## src/rtl/srg_pkg.sv

```systemverilog
package srg_pkg;
  localparam int ADDR_W = 7;
  localparam int DATA_W = 16;

  localparam logic [ADDR_W-1:0] A_REQ   = 7'h74;
  localparam logic [ADDR_W-1:0] A_ROUTE = 7'h76;
  localparam logic [ADDR_W-1:0] A_RATE0 = 7'h78;
  localparam logic [ADDR_W-1:0] A_RATE1 = 7'h7A;

  localparam int B_ADC_R = 0;
  localparam int B_DAC_R = 2;
  localparam int B_X8    = 5;
  localparam int B_X10   = 6;
  localparam int B_ADC_L = 8;
  localparam int B_DAC_L = 10;

  localparam logic [DATA_W-1:0] ROUTE_MASK =
    DATA_W'((1 << B_ADC_R) | (1 << B_DAC_R) | (1 << B_X8) |
            (1 << B_X10) | (1 << B_ADC_L) | (1 << B_DAC_L));

  typedef enum logic [1:0] {SC_NONE, SC_8D7, SC_10D7} scale_e;
endpackage

```

## src/rtl/srg_phase_acc.sv

```systemverilog
module srg_phase_acc
  import srg_pkg::*;
#(
  parameter int RATE_W   = 16,
  parameter int FRAME_HZ = 48000,
  parameter int MIN_HZ   = 7000
) (
  input  logic              clk,
  input  logic              rst_n,
  input  logic              tick,
  input  logic              clr,
  input  logic [RATE_W-1:0] rate,
  input  scale_e            scale,
  output logic              due
);
  // common denominator of 7 keeps every mode on one threshold
  localparam int DEN   = 7;
  localparam int THR   = FRAME_HZ * DEN;
  localparam int LO    = MIN_HZ * DEN;
  localparam int ACC_W = $clog2((2 ** RATE_W) * 10);

  localparam logic [ACC_W-1:0] THR_V = ACC_W'(THR);
  localparam logic [ACC_W-1:0] LO_V  = ACC_W'(LO);

  logic [ACC_W-1:0] rate_x, raw, inc, acc_q;
  logic [ACC_W:0]   sum;
  logic             due_q;

  assign rate_x = {{(ACC_W-RATE_W){1'b0}}, rate};

  always_comb begin
    unique case (scale)
      SC_8D7:  raw = rate_x << 3;
      SC_10D7: raw = (rate_x << 3) + (rate_x << 1);
      default: raw = (rate_x << 3) - rate_x;
    endcase
    if (raw < LO_V)       inc = LO_V;
    else if (raw > THR_V) inc = THR_V;
    else                  inc = raw;
  end

  assign sum = {1'b0, acc_q} + {1'b0, inc};

  always_ff @(posedge clk) begin
    if (!rst_n) begin
      acc_q <= '0;
      due_q <= 1'b0;
    end else if (clr) begin
      acc_q <= '0;
      if (tick) due_q <= 1'b0;
    end else if (tick) begin
      if (sum >= {1'b0, THR_V}) begin
        acc_q <= ACC_W'(sum - {1'b0, THR_V});
        due_q <= 1'b1;
      end else begin
        acc_q <= sum[ACC_W-1:0];
        due_q <= 1'b0;
      end
    end
  end

  assign due = due_q;


  acc_bound_chk: assert property (@(posedge clk) disable iff (!rst_n)
    acc_q < THR_V);


  due_hold_chk: assert property (@(posedge clk) disable iff (!rst_n)
    !$past(tick) |-> $stable(due_q));


  clr_phase_chk: assert property (@(posedge clk) disable iff (!rst_n)
    clr |=> (acc_q == '0));
endmodule

```

## src/rtl/srg_regs.sv

```systemverilog
module srg_regs
  import srg_pkg::*;
#(
  parameter int RATE_W   = 16,
  parameter int FRAME_HZ = 48000
) (
  input  logic              clk,
  input  logic              rst_n,
  input  logic              wr,
  input  logic [ADDR_W-1:0] addr,
  input  logic [DATA_W-1:0] wdata,
  input  logic              req_l,
  input  logic              req_r,
  output logic [DATA_W-1:0] rdata,
  output logic [RATE_W-1:0] rate0,
  output logic [RATE_W-1:0] rate1,
  output logic [3:0]        sel,
  output scale_e            scale1,
  output logic              clr0,
  output logic              clr1
);
  localparam logic [RATE_W-1:0] RST_RATE = RATE_W'(FRAME_HZ);

  logic [RATE_W-1:0] rate0_q, rate1_q;
  logic [DATA_W-1:0] ctl_q;
  logic wr_r0, wr_r1, wr_ctl;

  assign wr_r0  = wr && (addr == A_RATE0);
  assign wr_r1  = wr && (addr == A_RATE1);
  assign wr_ctl = wr && (addr == A_ROUTE);

  always_ff @(posedge clk) begin
    if (!rst_n) begin
      rate0_q <= RST_RATE;
      rate1_q <= RST_RATE;
      ctl_q   <= '0;
    end else begin
      if (wr_r0)  rate0_q <= wdata[RATE_W-1:0];
      if (wr_r1)  rate1_q <= wdata[RATE_W-1:0];
      if (wr_ctl) ctl_q   <= wdata & ROUTE_MASK;
    end
  end

  assign clr0 = wr_r0;
  assign clr1 = wr_r1 ||
                (wr_ctl && (wdata[B_X10:B_X8] != ctl_q[B_X10:B_X8]));

  always_comb begin
    unique case (ctl_q[B_X10:B_X8])
      2'b01:   scale1 = SC_8D7;
      2'b10:   scale1 = SC_10D7;
      default: scale1 = SC_NONE;
    endcase
  end

  // sel order: {dac_l, adc_l, dac_r, adc_r}
  assign sel   = {ctl_q[B_DAC_L], ctl_q[B_ADC_L], ctl_q[B_DAC_R], ctl_q[B_ADC_R]};
  assign rate0 = rate0_q;
  assign rate1 = rate1_q;

  always_comb begin
    rdata = '0;
    unique case (addr)
      A_REQ: begin
        rdata[0] = req_r;
        rdata[8] = req_l;
      end
      A_ROUTE: rdata = ctl_q;
      A_RATE0: rdata = DATA_W'(rate0_q);
      A_RATE1: rdata = DATA_W'(rate1_q);
      default: rdata = '0;
    endcase
  end


  rate_store_chk: assert property (@(posedge clk) disable iff (!rst_n)
    wr_r0 |=> (rate0_q == $past(wdata[RATE_W-1:0])));


  route_mask_chk: assert property (@(posedge clk) disable iff (!rst_n)
    wr_ctl |=> ((ctl_q & ~ROUTE_MASK) == '0));
endmodule

```

## src/rtl/dual_srate_gen.sv

```systemverilog
module dual_srate_gen
  import srg_pkg::*;
#(
  parameter int RATE_W   = 16,
  parameter int FRAME_HZ = 48000,
  parameter int MIN_HZ   = 7000
) (
  input  logic        clk,
  input  logic        rst_n,
  input  logic        frame_tick,
  input  logic        reg_wr,
  input  logic [6:0]  reg_addr,
  input  logic [15:0] reg_wdata,
  output logic [15:0] reg_rdata,
  output logic        adc_l_valid,
  output logic        adc_r_valid,
  output logic        dac_l_req,
  output logic        dac_r_req
);
  localparam int NGEN = 2;
  localparam int NCH  = 4;

  logic [RATE_W-1:0] rate   [NGEN];
  scale_e            scale  [NGEN];
  logic [NGEN-1:0]   clr, due;
  logic [NCH-1:0]    sel, ch_due;
  scale_e            scale1;

  srg_regs #(.RATE_W(RATE_W), .FRAME_HZ(FRAME_HZ)) u_regs (
    .clk(clk), .rst_n(rst_n), .wr(reg_wr), .addr(reg_addr),
    .wdata(reg_wdata), .req_l(dac_l_req), .req_r(dac_r_req),
    .rdata(reg_rdata), .rate0(rate[0]), .rate1(rate[1]), .sel(sel),
    .scale1(scale1), .clr0(clr[0]), .clr1(clr[1])
  );

  assign scale[0] = SC_NONE;
  assign scale[1] = scale1;

  for (genvar g = 0; g < NGEN; g++) begin : g_gen
    srg_phase_acc #(.RATE_W(RATE_W), .FRAME_HZ(FRAME_HZ), .MIN_HZ(MIN_HZ)) u_acc (
      .clk(clk), .rst_n(rst_n), .tick(frame_tick), .clr(clr[g]),
      .rate(rate[g]), .scale(scale[g]), .due(due[g])
    );
  end

  for (genvar c = 0; c < NCH; c++) begin : g_ch
    assign ch_due[c] = due[sel[c]];
  end

  assign adc_r_valid = ch_due[0];
  assign dac_r_req   = ch_due[1];
  assign adc_l_valid = ch_due[2];
  assign dac_l_req   = ch_due[3];


  same_src_chk: assert property (@(posedge clk) disable iff (!rst_n)
    (sel[3] == sel[1]) |-> (dac_l_req == dac_r_req));
endmodule

```

## config.mk

```make
export PLATFORM = sky130hd
export DESIGN_NAME = dual_srate_gen
export DESIGN_NICKNAME = d
export VERILOG_FILES = /design/src/rtl/srg_pkg.sv /design/src/rtl/srg_phase_acc.sv /design/src/rtl/srg_regs.sv /design/src/rtl/dual_srate_gen.sv
export SDC_FILE = /design/constraint.sdc
export NUM_CORES = 1
export LEC_CHECK = 0
export BUFFER_PORTS_ARGS = -buffer_cell sky130_fd_sc_hd__buf_4
export CAP_MARGIN = 25
export CELL_PAD_IN_SITES_DETAIL_PLACEMENT = 0
export CELL_PAD_IN_SITES_GLOBAL_PLACEMENT = 1
export CORE_MARGIN = 2
export CORE_UTILIZATION = 47
export DETAILED_ROUTE_END_ITERATION = 8
export PLACE_DENSITY = 0.91
export SYNTH_ARGS = -nofsm -noshare
export SYNTH_HDL_FRONTEND = slang
export SYNTH_SLANG_ARGS = --single-unit
```

## constraint.sdc

```tcl
create_clock -name clk -period 9 [get_ports clk]
set_input_delay 0.9 -clock clk [delete_from_list [all_inputs] [get_ports clk]]
set_output_delay 0.9 -clock clk [all_outputs]
set_load 0.1 [all_outputs]
```

* After elaboration in Yosys (flattened, before gate mapping) *
Index checks and enable logic that the tools add are counted.

word-level totals
  flip-flop bits (word level) = 80
  input bits = 27
  output and inout port bits = 20

cells by class
  add/sub/neg operators = 7
  magnitude comparators = 10
  eq/ne operators = 9
  muxes and demuxes = 27
  bitwise gates (word level) = 1
  reductions and logical operators = 7

operators by type and width
  kind                    count
  $mux 20                 6
  $add 20x20->21          2
  $ge 21x19->1 const B    2
  $pmux 7 s3              2
  $gt 20x19->1 const B    2
  $lt 20x16->1 const B    2
  $pmux 20 s2             1
  $sub 19x16->20          2
  $sub 20x19->20 const B  2
  $eq 7x7->1 const B      4
  $add 19x17->20          1
  $mux 1                  15
  $lt 1x2->1 const B      4
  $pmux 1 s4              2
  $eq 2x1->1 const B      2
  $eq 2x2->1 const B      2
  $logic_and 1x1->1       4
  $pmux 2 s2              1
  $reduce_or 2->1         2
  $ne 2x2->1              1
  $logic_or 1x1->1        1
  $not 1->1               1

* Logic depth before layout (Yosys ltp) *
  depth in word-level cells = 12
  mapped depth = 28
  mapped depth without buffers = 27

* Cells and area by module *
From an unflattened synthesis, not the netlist that was laid out.

second synthesis, totals
  cell total of the unflattened synthesis = 1568
  area, all modules = 11488.5 µm²

modules (own cells, without submodules)
  module                          instances  cells each  area an instance (µm²)  seq. area each (µm²)
  srg_phase_acc (g_gen[0].u_acc)  1          695         4848.4                  420.4
  srg_phase_acc (g_gen[1].u_acc)  1          660         4695.8                  420.4
  srg_regs                        1          208         1895.6                  760.7
  dual_srate_gen                  1          5           48.8                    0.0

* Least setup slack after synthesis *
No wires, ideal clock.

  path kind = register -> register
  start point = reg u_regs.rate1_q[1], in the netlist u_regs.rate1[1]
  end point = reg g_gen[1].u_acc.acc_q[11]
  data arrival time = 6.311 ns
  slack = 2.603 ns
  stages on the path, launching flop included = 25
  path buffers = 2
  clock period less this slack = 6.397 ns
  cells stage by stage = dfxtp_1 > clkbuf_1 > inv_1 > fa_1 > nor2b_1 > o211a_1 > o21a_1 > nor3_1 > a2111o_1 > o32ai_1 > a211oi_1 > nor3_4 > a21boi_4 > or3b_1 > fa_1 > xnor2_1 > or3b_2 > a211o_1 > or4_1 > o2111ai_1 > a311oi_2 > buf_6 > nor3_1 > xnor2_1 > a211oi_1

on the way
  cells in the longest elaborated chain, start to end = 8

RTL lines
  element                                                  line                                      RTL
  start, declared                                          srg_regs.sv:24                            logic [RATE_W-1:0] rate0_q, rate1_q;
  start signal, assigned                                   srg_regs.sv:39                            if (wr_r1) rate1_q <= wdata[RATE_W-1:0];
  $sub 19x16->20 / $add 19x17->20 (equally long branches)  srg_phase_acc.sv:35, srg_phase_acc.sv:34
  $pmux 20 s2 *                                            srg_phase_acc.sv:32                       unique case (scale)
  $gt 20x19->1                                             srg_phase_acc.sv:38                       else if (raw > THR_V) inc = THR_V;
  $mux 20                                                  srg_phase_acc.sv:38
  $mux 20 *                                                srg_phase_acc.sv:37                       if (raw < LO_V) inc = LO_V;
  $add 20x20->21 *                                         srg_phase_acc.sv:42                       assign sum = {1'b0, acc_q} + {1'b0, inc};
  $sub 20x19->20 / $ge 21x19->1 (equally long branches)    srg_phase_acc.sv:53, srg_phase_acc.sv:52
  $mux 20 *                                                srg_phase_acc.sv:52                       if (sum >= {1'b0, THR_V}) begin
  end signal, assigned                                     srg_phase_acc.sv:53                       acc_q <= ACC_W'(sum - {1'b0, THR_V});
  end signal, assigned                                     srg_phase_acc.sv:56                       acc_q <= sum[ACC_W-1:0];
  end, declared                                            srg_phase_acc.sv:25                       logic [ACC_W-1:0] rate_x, raw, inc, acc_q;

Mark *: on every way between the ends. The rest lies on a longest branch, timed or not.
A chain may end at the register's enable or synchronous reset.

* Final worst setup path *
  start point = reg u_regs.rate1_q[2], in the netlist u_regs.rate1[2]
  end point = reg g_gen[1].u_acc.acc_q[8]

Same word-level chain as after synthesis.

==> impl_metrics.ini <==
[global_route]
grt_pass1_wl_mm = 47.5
overflow = 0
antenna_found_initial = 0
grt_max_degree = 65
first_global_vias = 9198
grt_usage_pct = 26.4

[floorplanning]
row_count = 52
die_area_sq_um = 22000
ios = 47
dieWidth_microns = 148
core_sq_um = 20400
start_util_pct = 48.2
die_h_microns = 148

[setup_path]
worstPathRequired_ps = 9270
critical_path.endpoint_type = register
critPathBufInv = 1
cp-start-kind = register
max_stage_delay_ps = 810
r2r_start = u_regs.rate1[2]
reg2reg_slack_ps = 1350
crit_type = register to register
path_cells = ha_1 -> inv_1 -> fa_1 -> nor2b_1 -> o211a_1 -> o21a_1 -> nor3_1 -> a2111o_1 -> o32ai_1 -> a211oi_1 -> nor3_4 -> a21boi_4 -> or3b_1 -> fa_1 -> nor2b_4 -> o31a_1 -> o21a_1 -> nor4_1 -> or3_4 -> or3_4 -> a311oi_2 -> nor2_1 -> a211o_1 -> a21oi_1
cp_max_fo = 13
cp_slowest_cell = a311oi_2
cp.arrival_ps = 7920
reg2regPathDepth = 24
cp_top_family = compound AO/OA/AOI/OAI gates
rr_endpoint = g_gen[1].u_acc.acc_q[8]

[timing]
maxSlewHeadroom_pct = 31.0
rsz0062_at_grt = false
fin_crit_sh_pct = 85.0
final_hold_viol_count = 0
slew_viol_final = 0
min_period_ps = 7650
worst_pin_slew_ps = 1040
finalSetupViolCount = 0
max_freq_ghz = 0.131
final.setup_skew_ps = 13.7
setup_tns_ps = 0

[logic_synthesis]
synth_area_per_cell_sq_um = 7.31
synth_xor_area_share_pct = 6.52
synth_top_cells_by_area = dfxtp_1 16%, ha_1 11%, nand2_1 6.0%
synthAdderAreaFrac_pct = 11.7
synth.area.mux_share_pct = 4.27
synth_top_cell_area_share_pct = 16.3
synth_compound_area_share_pct = 31.3
synth-edff-count = 0
synth-main-ff-cell = dfxtp_1
async_flop_share_pct = 0
yosysTopAreaCell = dfxtp_1
yosys.cell_types.count = 99
synth_top_family_by_area = compound AO/OA/AOI/OAI gates
synth-simple-area-share_pct = 25.1
postSynthCellCount = 1342
ys_ff_latch = 80
synth_area_sq_um = 9810
yosys_warnings = 0
synth_seq_area_share_pct = 16.3

[finish]
final_cell_mix = 157 x nand2_1, 114 x a21oi_1, 103 x nor2_1
syn2layout_area_growth_pct = 8.13
antenna_cells = 0
final_common_cell = nand2_1
utilization_pct = 52.1
final_nets = 1467
final_layout_size_suffix_gt1_share_pct = 8.20

[hold_path]
min_path_cells = 2
hold_path_class = register to register
min_to = g_gen[1].u_acc.acc_q[7]
hold_start = g_gen[1].u_acc.acc_q[7]

[drt]
wire_per_inst_microns = 18.1
drc = 0
vias = 10100
wirelength_mm = 29.3
viasPerCell = 6.22
antenna_left = 0
firstDrtPassIters = 5
drt-initial-drc-count = 849

[clocking]
clk_latency_ps = 350
cts.repair.resized = 0
cts_buffers = 9
clkSlewWorstSetupHoldPaths_ps = 70
cts_sinks = 80
root_buffer = clkbuf_16
cts_setup_buffers = 0
cts_max_path_buffers = 2
h-tree-depth = 3
cts_hold_buffers = 0
tritoncts = done

[power]
leakagePower_nw = 4.39
p_per_area_nw_per_um2 = 140
total_power_mw = 1.48
ir_drop_mv = 0.108

[run]
cap_violations = 0

[placed_design]
portBuffers = 46
place_hpwl_mm = 23.0
place_congestion = 0.950

[status]
outcome = completed
==> through the flow <==
| stage | hold slack [ps] | setup WS, ps | cells | instance area (sq um) |
|---|---|---|---|---|
| 2_1_floorplan | 445 | 2600 | 1343 | 9810 |
| 3_3_place_gp | 459 | 1700 | 1608 | 10300 |
| 3_5_place_dp | 463 | 1510 | 1608 | 10300 |
| 4_1_cts | 475 | 1440 | 1623 | 10600 |
| 5_1_grt | 493 | 791 | 1624 | 10600 |
| 6_report | 476 | 1350 | 1624 | 10600 |
==> layer usage <==
layer  track usage, %  routed length (microns)  vias to the layer above
met1             37.4                    13800                     4723
met2             41.7                    13100                      341
met3             4.45                     1960                       39
met4             6.86                      475                        0
li1                 -                        -                     4995
met5                0                        0                        -
==> power breakdown <==
part | internal [mW] | switching, mW
Sequential | 0.386 | 0.0245
Combinational | 0.273 | 0.406
Clock | 0.230 | 0.164
==> layout make-up <==
class,count,area [sq um]
Fill cell,1987,9760
Multi-Input combinational cell,1144,7740
Sequential cell,80,1600
Timing Repair Buffer,51,383
Tap cell,270,338
Clock buffer,13,260
Inverter,64,240
Clock inverter,2,38.8
==> tightest hold or removal path: cells and delay by family, from the launching register on <==
kind               cells  cell delay, ps
AOI/OAI and AO/OA      1              50
and+or+nand+nor        1              60
DFF                    1             310
==> cells in the mapped netlist, drive strengths merged (6+ instances only) <==
| master | n |
|---|---|
| a21boi | 24 |
| nand2 | 157 |
| o31a | 6 |
| clkbuf | 49 |
| mux2i | 34 |
| dfxtp | 80 |
| o211ai | 27 |
| a22o | 6 |
| nand4 | 15 |
| a21o | 23 |
| and2 | 13 |
| ha | 87 |
| o21a | 22 |
| and3 | 13 |
| or3 | 20 |
| nor3 | 31 |
| nand2b | 20 |
| or4 | 9 |
| o31ai | 12 |
| inv | 62 |
| a211o | 7 |
| o21ai | 91 |
| nor4 | 6 |
| o2111ai | 10 |
| o21bai | 8 |
| a21oi | 114 |
| nand3 | 39 |
| nor2b | 13 |
| nor3b | 11 |
| xor2 | 24 |
| nor2 | 104 |
| o22ai | 12 |
| xnor2 | 49 |
| or2 | 9 |
| a31oi | 15 |
| mux2 | 7 |
| a211oi | 21 |
==> logic make-up (layout without fill, tap and decap cells) <==
group	count (synthesis)	count (layout)
AOI/OAI and AO/OA	453	453
xor gates and xnor gates	73	73
adders and majority gates	90	90
buffers and inverters	119	130
DFF	80	80
muxes	41	41
other	1	2
and+or+nand+nor	485	485
==> sequential cells by signal, indices dropped and copies added (netlist names) <==
name	flops
g_gen.u_acc.acc_q	40
u_regs.rate0	16
g_gen.u_acc.due	2
u_regs.rate1	16
u_regs.ctl_q	6
==> how the worst max path moves through the flow <==
stage	endpoint	slack [ps]	from	depth (start not counted)
after floorplan	g_gen[1].u_acc.acc_q[11]	2600	u_regs.rate1[1]	24
after global placement	g_gen[1].u_acc.acc_q[8]	1700	u_regs.rate1[2]	24
after detailed placement	g_gen[1].u_acc.acc_q[8]	1510	u_regs.rate1[2]	24
after CTS	g_gen[1].u_acc.acc_q[8]	1440	u_regs.rate1[2]	24
after global routing	g_gen[1].u_acc.acc_q[8]	790	u_regs.rate1[2]	26
final	g_gen[1].u_acc.acc_q[8]	1350	u_regs.rate1[2]	24
No activity file was read; power rests on OpenSTA's default activity.
